`src/rtl/rx_sched_pkg.sv`:
```
// Package rx_sched_pkg
// Shared types for the receive DMA request scheduler.
// Assumes nothing beyond a 2-bit state encoding.
package rx_sched_pkg;

    typedef enum logic [1:0] {
        SCH_IDLE  = 2'd0,
        SCH_OFFER = 2'd1,
        SCH_BURST = 2'd2
    } sched_state_e;

endpackage

```
`src/rtl/rx_chan_tracker.sv`:
```
// Module rx_chan_tracker
// Keeps one channel's dword count and pending end-of-frame count, and
// raises ready above the watermark or when a frame end is pending.
// Assumes the writer never adds a dword to a full counter without a read.
module rx_chan_tracker #(
    parameter int OCC_W = 6,
    parameter int EOF_W = 4
) (
    input  logic             clk,
    input  logic             rst_n,
    input  logic             wr_i,
    input  logic             eof_i,
    input  logic             rd_i,
    input  logic [OCC_W-1:0] hwm_i,
    output logic             ready_o,
    output logic [OCC_W-1:0] occ_o
);

    localparam logic [EOF_W-1:0] EOF_MAX = {EOF_W{1'b1}};

    logic [OCC_W-1:0] occ_q, occ_next;
    logic [EOF_W-1:0] eof_q;
    logic             rd_eff;

    // A read only counts when there is something to take.
    assign rd_eff = rd_i && (occ_q != '0);

    // Next count from one possible write and one possible read.
    always_comb begin
        occ_next = occ_q;
        if (wr_i && !rd_eff)
            occ_next = occ_q + OCC_W'(1);
        else if (!wr_i && rd_eff)
            occ_next = occ_q - OCC_W'(1);
    end

    // Register the count and the pending frame ends; emptying clears both.
    always_ff @(posedge clk) begin
        if (!rst_n) begin
            occ_q <= '0;
            eof_q <= '0;
        end else begin
            occ_q <= occ_next;
            if (occ_next == '0)
                eof_q <= '0;
            else if (eof_i && eof_q != EOF_MAX)
                eof_q <= eof_q + EOF_W'(1);
        end
    end

    // Ready above the watermark, or with a frame end and data present.
    assign ready_o = (occ_q > hwm_i) || ((eof_q != '0) && (occ_q != '0));
    assign occ_o   = occ_q;

    AST_EMPTY_NO_EOF: assert property (@(posedge clk) disable iff (!rst_n)
        (occ_q == '0) |-> (eof_q == '0));

    AST_DRAIN_DROPS: assert property (@(posedge clk) disable iff (!rst_n)
        (occ_q == OCC_W'(1) && rd_i && !wr_i) |=> !ready_o);

endmodule

```
`src/rtl/rx_sched_arbiter.sv`:
```
// Module rx_sched_arbiter
// Combinational pick among ready channels: lowest index first, or an
// upward search starting after the last served channel.
// Assumes last_i holds a valid channel index.
module rx_sched_arbiter #(
    parameter int NUM_CH = 8,
    localparam int CH_W  = $clog2(NUM_CH)
) (
    input  logic [NUM_CH-1:0] ready_i,
    input  logic              rr_mode_i,
    input  logic [CH_W-1:0]   last_i,
    output logic [CH_W-1:0]   pick_o,
    output logic              valid_o
);

    // Scan all channels in the order the mode dictates; first ready wins.
    always_comb begin
        int idx;
        pick_o  = '0;
        valid_o = 1'b0;
        for (int i = 0; i < NUM_CH; i++) begin
            if (rr_mode_i)
                idx = (int'(last_i) + 1 + i) % NUM_CH;
            else
                idx = i;
            if (!valid_o && ready_i[idx]) begin
                valid_o = 1'b1;
                pick_o  = CH_W'(idx);
            end
        end
    end

endmodule

```
`src/rtl/rx_sched_fsm.sv`:
```
// Module rx_sched_fsm
// Registers the chosen channel, offers it to the DMA engine, holds it
// through the burst, and records it as last served on burst-done.
// Assumes the DMA engine grants only while an offer is up.
module rx_sched_fsm
    import rx_sched_pkg::*;
#(
    parameter int NUM_CH = 8,
    localparam int CH_W  = $clog2(NUM_CH)
) (
    input  logic              clk,
    input  logic              rst_n,
    input  logic [NUM_CH-1:0] ready_i,
    input  logic              rr_mode_i,
    input  logic [CH_W-1:0]   pick_i,
    input  logic              pick_vld_i,
    input  logic              grant_i,
    input  logic              done_i,
    output logic [CH_W-1:0]   sel_o,
    output logic [CH_W-1:0]   last_o,
    output logic              req_o,
    output logic              busy_o
);

    sched_state_e    st_q;
    logic [CH_W-1:0] sel_q, last_q;

    // Step through idle, offer and burst; latch choices on entry and exit.
    always_ff @(posedge clk) begin
        if (!rst_n) begin
            st_q   <= SCH_IDLE;
            sel_q  <= '0;
            last_q <= CH_W'(NUM_CH - 1);
        end else begin
            case (st_q)
                SCH_IDLE: if (pick_vld_i) begin
                    sel_q <= pick_i;
                    st_q  <= SCH_OFFER;
                end
                SCH_OFFER: if (grant_i) st_q <= SCH_BURST;
                SCH_BURST: if (done_i) begin
                    last_q <= sel_q;
                    st_q   <= SCH_IDLE;
                end
                default: st_q <= SCH_IDLE;
            endcase
        end
    end

    assign sel_o  = sel_q;
    assign last_o = last_q;
    assign req_o  = (st_q == SCH_OFFER);
    assign busy_o = (st_q == SCH_BURST);

    // Previous-cycle ready flags, used only by the priority check.
    logic [NUM_CH-1:0] rdy_d;
    always_ff @(posedge clk) begin
        if (!rst_n) rdy_d <= '0;
        else        rdy_d <= ready_i;
    end

    AST_REQ_HAS_READY: assert property (@(posedge clk) disable iff (!rst_n)
        req_o |-> ready_i[sel_q]);

    AST_SEL_HELD: assert property (@(posedge clk) disable iff (!rst_n)
        (st_q != SCH_IDLE && !(st_q == SCH_BURST && done_i)) |=> $stable(sel_q));

    AST_PRIO_PICK: assert property (@(posedge clk) disable iff (!rst_n)
        (st_q == SCH_IDLE && (|ready_i) && !rr_mode_i)
        |=> ((rdy_d & ((NUM_CH'(1) << sel_q) - NUM_CH'(1))) == '0));

endmodule

```
`src/rtl/rx_dma_sched.sv`:
```
// Module rx_dma_sched
// Top of the receive DMA request scheduler: one tracker per channel,
// an arbiter and the offer/burst controller.
// Assumes NUM_CH is a power of two and reads come only during a burst.
module rx_dma_sched #(
    parameter int NUM_CH = 8,
    parameter int OCC_W  = 6,
    parameter int EOF_W  = 4,
    localparam int CH_W  = $clog2(NUM_CH)
) (
    input  logic              clk,
    input  logic              rst_n,
    input  logic [NUM_CH-1:0] wr_en,
    input  logic [NUM_CH-1:0] wr_eof,
    input  logic [OCC_W-1:0]  cfg_high_wm,
    input  logic              cfg_rr_mode,
    output logic              dma_req,
    output logic [CH_W-1:0]   dma_ch,
    input  logic              dma_grant,
    output logic              burst_busy,
    input  logic              rd_en,
    input  logic              burst_done,
    output logic [OCC_W-1:0]  sel_occ,
    output logic [NUM_CH-1:0] chan_ready
);

    logic [NUM_CH-1:0][OCC_W-1:0] occ;
    logic [CH_W-1:0]              pick, last;
    logic                         pick_vld;

    // One tracker per channel; only the selected channel sees burst reads.
    for (genvar c = 0; c < NUM_CH; c++) begin : g_chan
        rx_chan_tracker #(.OCC_W(OCC_W), .EOF_W(EOF_W)) u_trk (
            .clk     (clk),
            .rst_n   (rst_n),
            .wr_i    (wr_en[c]),
            .eof_i   (wr_eof[c]),
            .rd_i    (burst_busy && rd_en && (dma_ch == CH_W'(c))),
            .hwm_i   (cfg_high_wm),
            .ready_o (chan_ready[c]),
            .occ_o   (occ[c])
        );
    end

    rx_sched_arbiter #(.NUM_CH(NUM_CH)) u_arb (
        .ready_i   (chan_ready),
        .rr_mode_i (cfg_rr_mode),
        .last_i    (last),
        .pick_o    (pick),
        .valid_o   (pick_vld)
    );

    rx_sched_fsm #(.NUM_CH(NUM_CH)) u_fsm (
        .clk        (clk),
        .rst_n      (rst_n),
        .ready_i    (chan_ready),
        .rr_mode_i  (cfg_rr_mode),
        .pick_i     (pick),
        .pick_vld_i (pick_vld),
        .grant_i    (dma_grant),
        .done_i     (burst_done),
        .sel_o      (dma_ch),
        .last_o     (last),
        .req_o      (dma_req),
        .busy_o     (burst_busy)
    );

    assign sel_occ = occ[dma_ch];

    AST_NO_REQ_WHILE_BUSY: assert property (@(posedge clk) disable iff (!rst_n)
        burst_busy |-> !dma_req);

endmodule

```
`config.mk`:
```
export PLATFORM = sky130hd
export DESIGN_NAME = rx_dma_sched
export DESIGN_NICKNAME = d
export VERILOG_FILES = /design/src/rtl/rx_sched_pkg.sv /design/src/rtl/rx_chan_tracker.sv /design/src/rtl/rx_sched_arbiter.sv /design/src/rtl/rx_sched_fsm.sv /design/src/rtl/rx_dma_sched.sv
export SDC_FILE = /design/constraint.sdc
export NUM_CORES = 1
export LEC_CHECK = 0
export BUFFER_PORTS_ARGS = -buffer_cell sky130_fd_sc_hd__buf_4
export CAP_MARGIN = 20
export CORE_MARGIN = 2
export CORE_UTILIZATION = 40
export CTS_BUF_LIST = sky130_fd_sc_hd__clkbuf_8 sky130_fd_sc_hd__clkbuf_16
export DETAILED_ROUTE_END_ITERATION = 6
export GPL_ROUTABILITY_DRIVEN = 0
export PLACE_DENSITY = 0.58
export SYNTH_ARGS = -nofsm -noshare
export SYNTH_HDL_FRONTEND = slang
export SYNTH_SLANG_ARGS = --single-unit
```
`constraint.sdc`:
```
create_clock -name clk -period 6.3 [get_ports clk]
set_input_delay 1.26 -clock clk [delete_from_list [all_inputs] [get_ports clk]]
set_output_delay 1.26 -clock clk [all_outputs]
set_load 0.01 [all_outputs]
```
==> metrics.txt <==
# TYPE chip_impl_metric gauge
chip_impl_metric{name="yosys-mux-area-fraction",unit="%"} 6.00
chip_impl_metric{name="areaGrowthSynthToFinish",unit="%"} 10.6
chip_impl_metric{name="swShare",unit="%"} 36.6
chip_impl_metric{name="via_count_of_the_first_global_routing_pass",unit=""} 6275
chip_impl_metric{name="synth_area_per_cell",unit="um^2"} 8.11
chip_impl_metric{name="drc",unit=""} 0
chip_impl_metric{name="route.antenna.remaining_nets",unit=""} 0
chip_impl_info{name="grt_setup_unrepaired",value="no"} 1
chip_impl_metric{name="drt_wl_total",unit="um"} 19400
chip_impl_metric{name="route.vias.total",unit=""} 6708
chip_impl_metric{name="die_h",unit="um"} 141
chip_impl_metric{name="timing.fmax",unit="MHz"} 214
chip_impl_metric{name="portBuffers",unit=""} 46
chip_impl_metric{name="synth_simple_gate_area_share",unit="%"} 29.0
chip_impl_metric{name="synthArstFlopShare",unit="%"} 0
chip_impl_metric{name="period_needed",unit="ps"} 4670
chip_impl_metric{name="pre_cts_ws",unit="ps"} 1580
chip_impl_metric{name="report.final.hold_viol_count",unit=""} 0
chip_impl_info{name="type_of_element_capturing_the_critical_path",value="primary output"} 1
chip_impl_metric{name="synthXorXnorAreaFrac",unit="%"} 7.78
chip_impl_metric{name="synth_enable_flop_cells",unit=""} 0
chip_impl_info{name="synth-main-ff-cell",value="sky130_fd_sc_hd__dfxtp_1"} 1
chip_impl_metric{name="post_cts.resized_instances",unit=""} 0
chip_impl_metric{name="power.switching",unit="mW"} 0.673
chip_impl_metric{name="floorplan.io_pins",unit=""} 47
chip_impl_info{name="critical_path_class",value="input port to primary output"} 1
chip_impl_info{name="run_status",value="finished clean"} 1
chip_impl_metric{name="post_drt_via_cell_ratio",unit=""} 5.59
chip_impl_metric{name="core_region_area",unit="mm^2"} 0.0186
chip_impl_metric{name="final-instance-count-excl-fill",unit=""} 1200
chip_impl_metric{name="power.density",unit="mW/mm^2"} 220
chip_impl_metric{name="crit_fanout",unit=""} 8
chip_impl_metric{name="maxCapViolCount",unit=""} 0
chip_impl_metric{name="floorplan.initialDensity",unit="%"} 40.6
chip_impl_metric{name="synth_cell_types",unit=""} 75
chip_impl_metric{name="fin_worst_hold_slack",unit="ps"} 495
chip_impl_metric{name="synth_adder_area_share",unit="%"} 13.9
chip_impl_info{name="hold_class",value="register to register"} 1
chip_impl_metric{name="rows",unit=""} 50
chip_impl_info{name="main_combinational_cell_family_by_area_after_synthesis",value="simple AND/OR/NAND/NOR gates"} 1
chip_impl_metric{name="total_power",unit="mW"} 1.84
chip_impl_info{name="timing.critical_path.cells",value="buf_4 -> inv_1 -> ha_1 -> and4_1 -> and3_1 -> o32ai_1 -> nor2_1 -> inv_1 -> buf_4"} 1
chip_impl_metric{name="cpPeakStageDelay",unit="ps"} 600
chip_impl_metric{name="wire_per_inst",unit="um"} 16.1
chip_impl_metric{name="max-clock-path-buffers",unit=""} 2
chip_impl_metric{name="seq_power_share",unit="%"} 35.9
chip_impl_metric{name="clkSinkCount",unit=""} 88
chip_impl_metric{name="place.detailed.instances",unit=""} 1184
chip_impl_metric{name="drt_first_iter_violations",unit=""} 510
chip_impl_metric{name="yosysWarningCount",unit=""} 0
chip_impl_metric{name="dp.final_hpwl",unit="um"} 14900
chip_impl_metric{name="utilization",unit="%"} 44.9
chip_impl_metric{name="grt_overflow_total",unit=""} 0
chip_impl_metric{name="grt_antenna_before_repair",unit=""} 0
chip_impl_metric{name="design_area",unit="mm^2"} 0.00835
chip_impl_metric{name="groute.usage.overall",unit="%"} 20.0
chip_impl_metric{name="dr.pass1.iters",unit=""} 5
chip_impl_metric{name="max-vdd-ir-drop",unit="uV"} 149
chip_impl_metric{name="power.combinational.fraction",unit="%"} 36.8
chip_impl_metric{name="die_width",unit="um"} 141
chip_impl_info{name="path_delay_family",value="buffers and inverters"} 1
chip_impl_metric{name="worstMarginPinSlew",unit="ps"} 822
chip_impl_metric{name="grt_pass1_wl",unit="um"} 32000
chip_impl_info{name="critical_path.slowest_cell",value="sky130_fd_sc_hd__o32ai_1"} 1
chip_impl_metric{name="critical_path_buf_inv_count",unit=""} 4
chip_impl_info{name="layout_common_cells",value="sky130_fd_sc_hd__nor2_1, sky130_fd_sc_hd__dfxtp_1, sky130_fd_sc_hd__ha_1, sky130_fd_sc_hd__nand2_1, sky130_fd_sc_hd__inv_1"} 1
chip_impl_metric{name="layout_setup_ws",unit="ps"} 1630
chip_impl_metric{name="layout_skew",unit="ps"} 11.1
chip_impl_metric{name="design_internal_power",unit="mW"} 1.17
chip_impl_metric{name="static-leakage-power",unit="nW"} 3.59
chip_impl_metric{name="synth_area",unit="mm^2"} 0.00754
chip_impl_metric{name="worstPathRequired",unit="ps"} 5040
chip_impl_metric{name="clk_latency",unit="ps"} 360
chip_impl_info{name="mostFrequentLayoutCell",value="sky130_fd_sc_hd__nor2_1"} 1
chip_impl_info{name="cts_tree",value="built"} 1
chip_impl_metric{name="path_clk_slew",unit="ps"} 60
chip_impl_metric{name="share_clk_of_total_power",unit="%"} 27.4
chip_impl_metric{name="final_layout_size_suffix_gt1_share",unit="%"} 11.5
chip_impl_metric{name="ctsHtreeMaxLevel",unit=""} 3
chip_impl_metric{name="syn_nets",unit=""} 1040
chip_impl_metric{name="period_share",unit="%"} 74.1
chip_impl_metric{name="cts_hold_bufs",unit=""} 0
chip_impl_metric{name="synthCells",unit=""} 930
chip_impl_metric{name="worstPathArrival",unit="ps"} 3410
chip_impl_metric{name="die-area",unit="mm^2"} 0.0200
chip_impl_info{name="root_buffer",value="sky130_fd_sc_hd__clkbuf_16"} 1
chip_impl_info{name="startpoint_type",value="input port"} 1
chip_impl_metric{name="cts_buffers",unit=""} 9
chip_impl_metric{name="placed_area",unit="mm^2"} 0.00807
chip_impl_metric{name="synth_compound_gate_area_share",unit="%"} 15.3
chip_impl_metric{name="synth_seq_cells",unit=""} 88
chip_impl_metric{name="design.final.nets",unit=""} 1071
chip_impl_metric{name="finalMaxSlewViolations",unit=""} 0
chip_impl_metric{name="final_setup_violation_count",unit=""} 0
chip_impl_metric{name="final.setup.tns",unit="ps"} 0
chip_impl_metric{name="slew_headroom",unit="%"} 45.0
chip_impl_metric{name="cts_setup_buffers",unit=""} 0
chip_impl_metric{name="ys_seq_area_share",unit="%"} 23.4
chip_impl_metric{name="maximum_number_of_pins_on_one_net_before_global_route_repair",unit=""} 51
chip_impl_metric{name="antenna_cells",unit=""} 0
-- worst register-to-register path, stage by stage, from the launching register on --
cell and delay (ps):
sky130_fd_sc_hd__dfxtp_1 340, sky130_fd_sc_hd__inv_1 180, sky130_fd_sc_hd__ha_1 190, sky130_fd_sc_hd__or3b_4 400
sky130_fd_sc_hd__nor3_4 170, sky130_fd_sc_hd__o32ai_1 180, sky130_fd_sc_hd__nor2_1 360, sky130_fd_sc_hd__a221oi_1 180
sky130_fd_sc_hd__o32ai_1 680, sky130_fd_sc_hd__nand2_1 250, sky130_fd_sc_hd__o31ai_4 410, sky130_fd_sc_hd__nand2b_1 100
sky130_fd_sc_hd__o311a_1 130
-- sequential cells by signal, summed over array words and instances (netlist names) --
signal              count
g_chan.u_trk.eof_q     32
g_chan.u_trk.occ_o     48
u_fsm.last_o            3
u_fsm.sel_o             3
u_fsm.st_q              2
-- power by group through the flow --
stage	sequential, mW	combinational, mW	clock (mW)
6_report	0.660	0.676	0.503
5_1_grt	0.666	0.750	0.539
4_1_cts	0.660	0.675	0.525
3_5_place_dp	0.673	0.670	0
3_3_place_gp	0.673	0.668	0
2_1_floorplan	0.644	0.510	0
-- logic make-up after synthesis --
group           after synthesis
simple gates                404
compound gates              174
flops                        88
buf+inv                      85
fa+ha+maj                    84
xor+xnor                     67
mux                          28
-- cells in the mapped netlist, types with 5 or more instances --
cell | number | area, um^2
sky130_fd_sc_hd__nor2_1 | 89 | 334
sky130_fd_sc_hd__dfxtp_1 | 88 | 1760
sky130_fd_sc_hd__ha_1 | 82 | 1030
sky130_fd_sc_hd__nand2_1 | 81 | 304
sky130_fd_sc_hd__inv_1 | 54 | 203
sky130_fd_sc_hd__a21oi_1 | 51 | 255
sky130_fd_sc_hd__xnor2_1 | 41 | 359
sky130_fd_sc_hd__nand3_1 | 38 | 190
sky130_fd_sc_hd__nor3_1 | 34 | 170
sky130_fd_sc_hd__and2_1 | 33 | 206
sky130_fd_sc_hd__o21ai_0 | 32 | 160
sky130_fd_sc_hd__xor2_1 | 26 | 228
sky130_fd_sc_hd__a31oi_1 | 19 | 119
sky130_fd_sc_hd__clkbuf_1 | 18 | 67.6
sky130_fd_sc_hd__nor2b_1 | 18 | 113
sky130_fd_sc_hd__nand2b_1 | 16 | 100
sky130_fd_sc_hd__nand4_1 | 15 | 93.8
sky130_fd_sc_hd__mux4_2 | 13 | 293
sky130_fd_sc_hd__o21ai_1 | 11 | 55.1
sky130_fd_sc_hd__and3_1 | 10 | 62.6
sky130_fd_sc_hd__a22oi_1 | 9 | 67.6
sky130_fd_sc_hd__and4_1 | 9 | 78.8
sky130_fd_sc_hd__buf_4 | 8 | 60.1
sky130_fd_sc_hd__mux2_2 | 8 | 90.1
sky130_fd_sc_hd__nand3b_1 | 8 | 60.1
sky130_fd_sc_hd__nor3b_1 | 8 | 60.1
sky130_fd_sc_hd__o22ai_1 | 8 | 50.1
sky130_fd_sc_hd__or4_1 | 8 | 60.1
sky130_fd_sc_hd__mux2i_1 | 7 | 70.1
sky130_fd_sc_hd__or3_1 | 7 | 43.8
sky130_fd_sc_hd__nor4_1 | 6 | 37.5
sky130_fd_sc_hd__o32ai_1 | 5 | 43.8
-- layout make-up --
cell class / instances / area [um^2]
Clock buffer: 10 / 239
Clock inverter: 6 / 35.0
Fill cell: 1862 / 10200
Inverter: 55 / 206
Multi-Input combinational cell: 757 / 5440
Sequential cell: 88 / 1760
Tap cell: 234 / 293
Timing Repair Buffer: 50 / 375
-- metal layers --
layer	up-vias	track usage (%)	part of all wire [%]
met5	-	0	0
met2	147	31.8	44
li1	3407	-	-
met1	3129	28.0	49
met4	0	6.32	2.1
met3	25	3.10	4.7
-- final timing paths --
path                            slack (ps)  depth (start not counted)                                     to                             startpoint
worst max-delay path                  1630                          9                          chan_ready[2]                         cfg_high_wm[5]
worst min-delay path                   500                          2  g_chan[5].u_trk.eof_q[1]$_SDFFE_PP0P_  g_chan[5].u_trk.eof_q[1]$_SDFFE_PP0P_
worst max register to register        2650                         12            u_fsm.sel_o[0]$_SDFFE_PN0P_    g_chan[3].u_trk.occ_o[0]$_SDFF_PN0_
worst min register to register         500                          2  g_chan[5].u_trk.eof_q[1]$_SDFFE_PP0P_  g_chan[5].u_trk.eof_q[1]$_SDFFE_PP0P_
(Power assumes the default switching activity.)
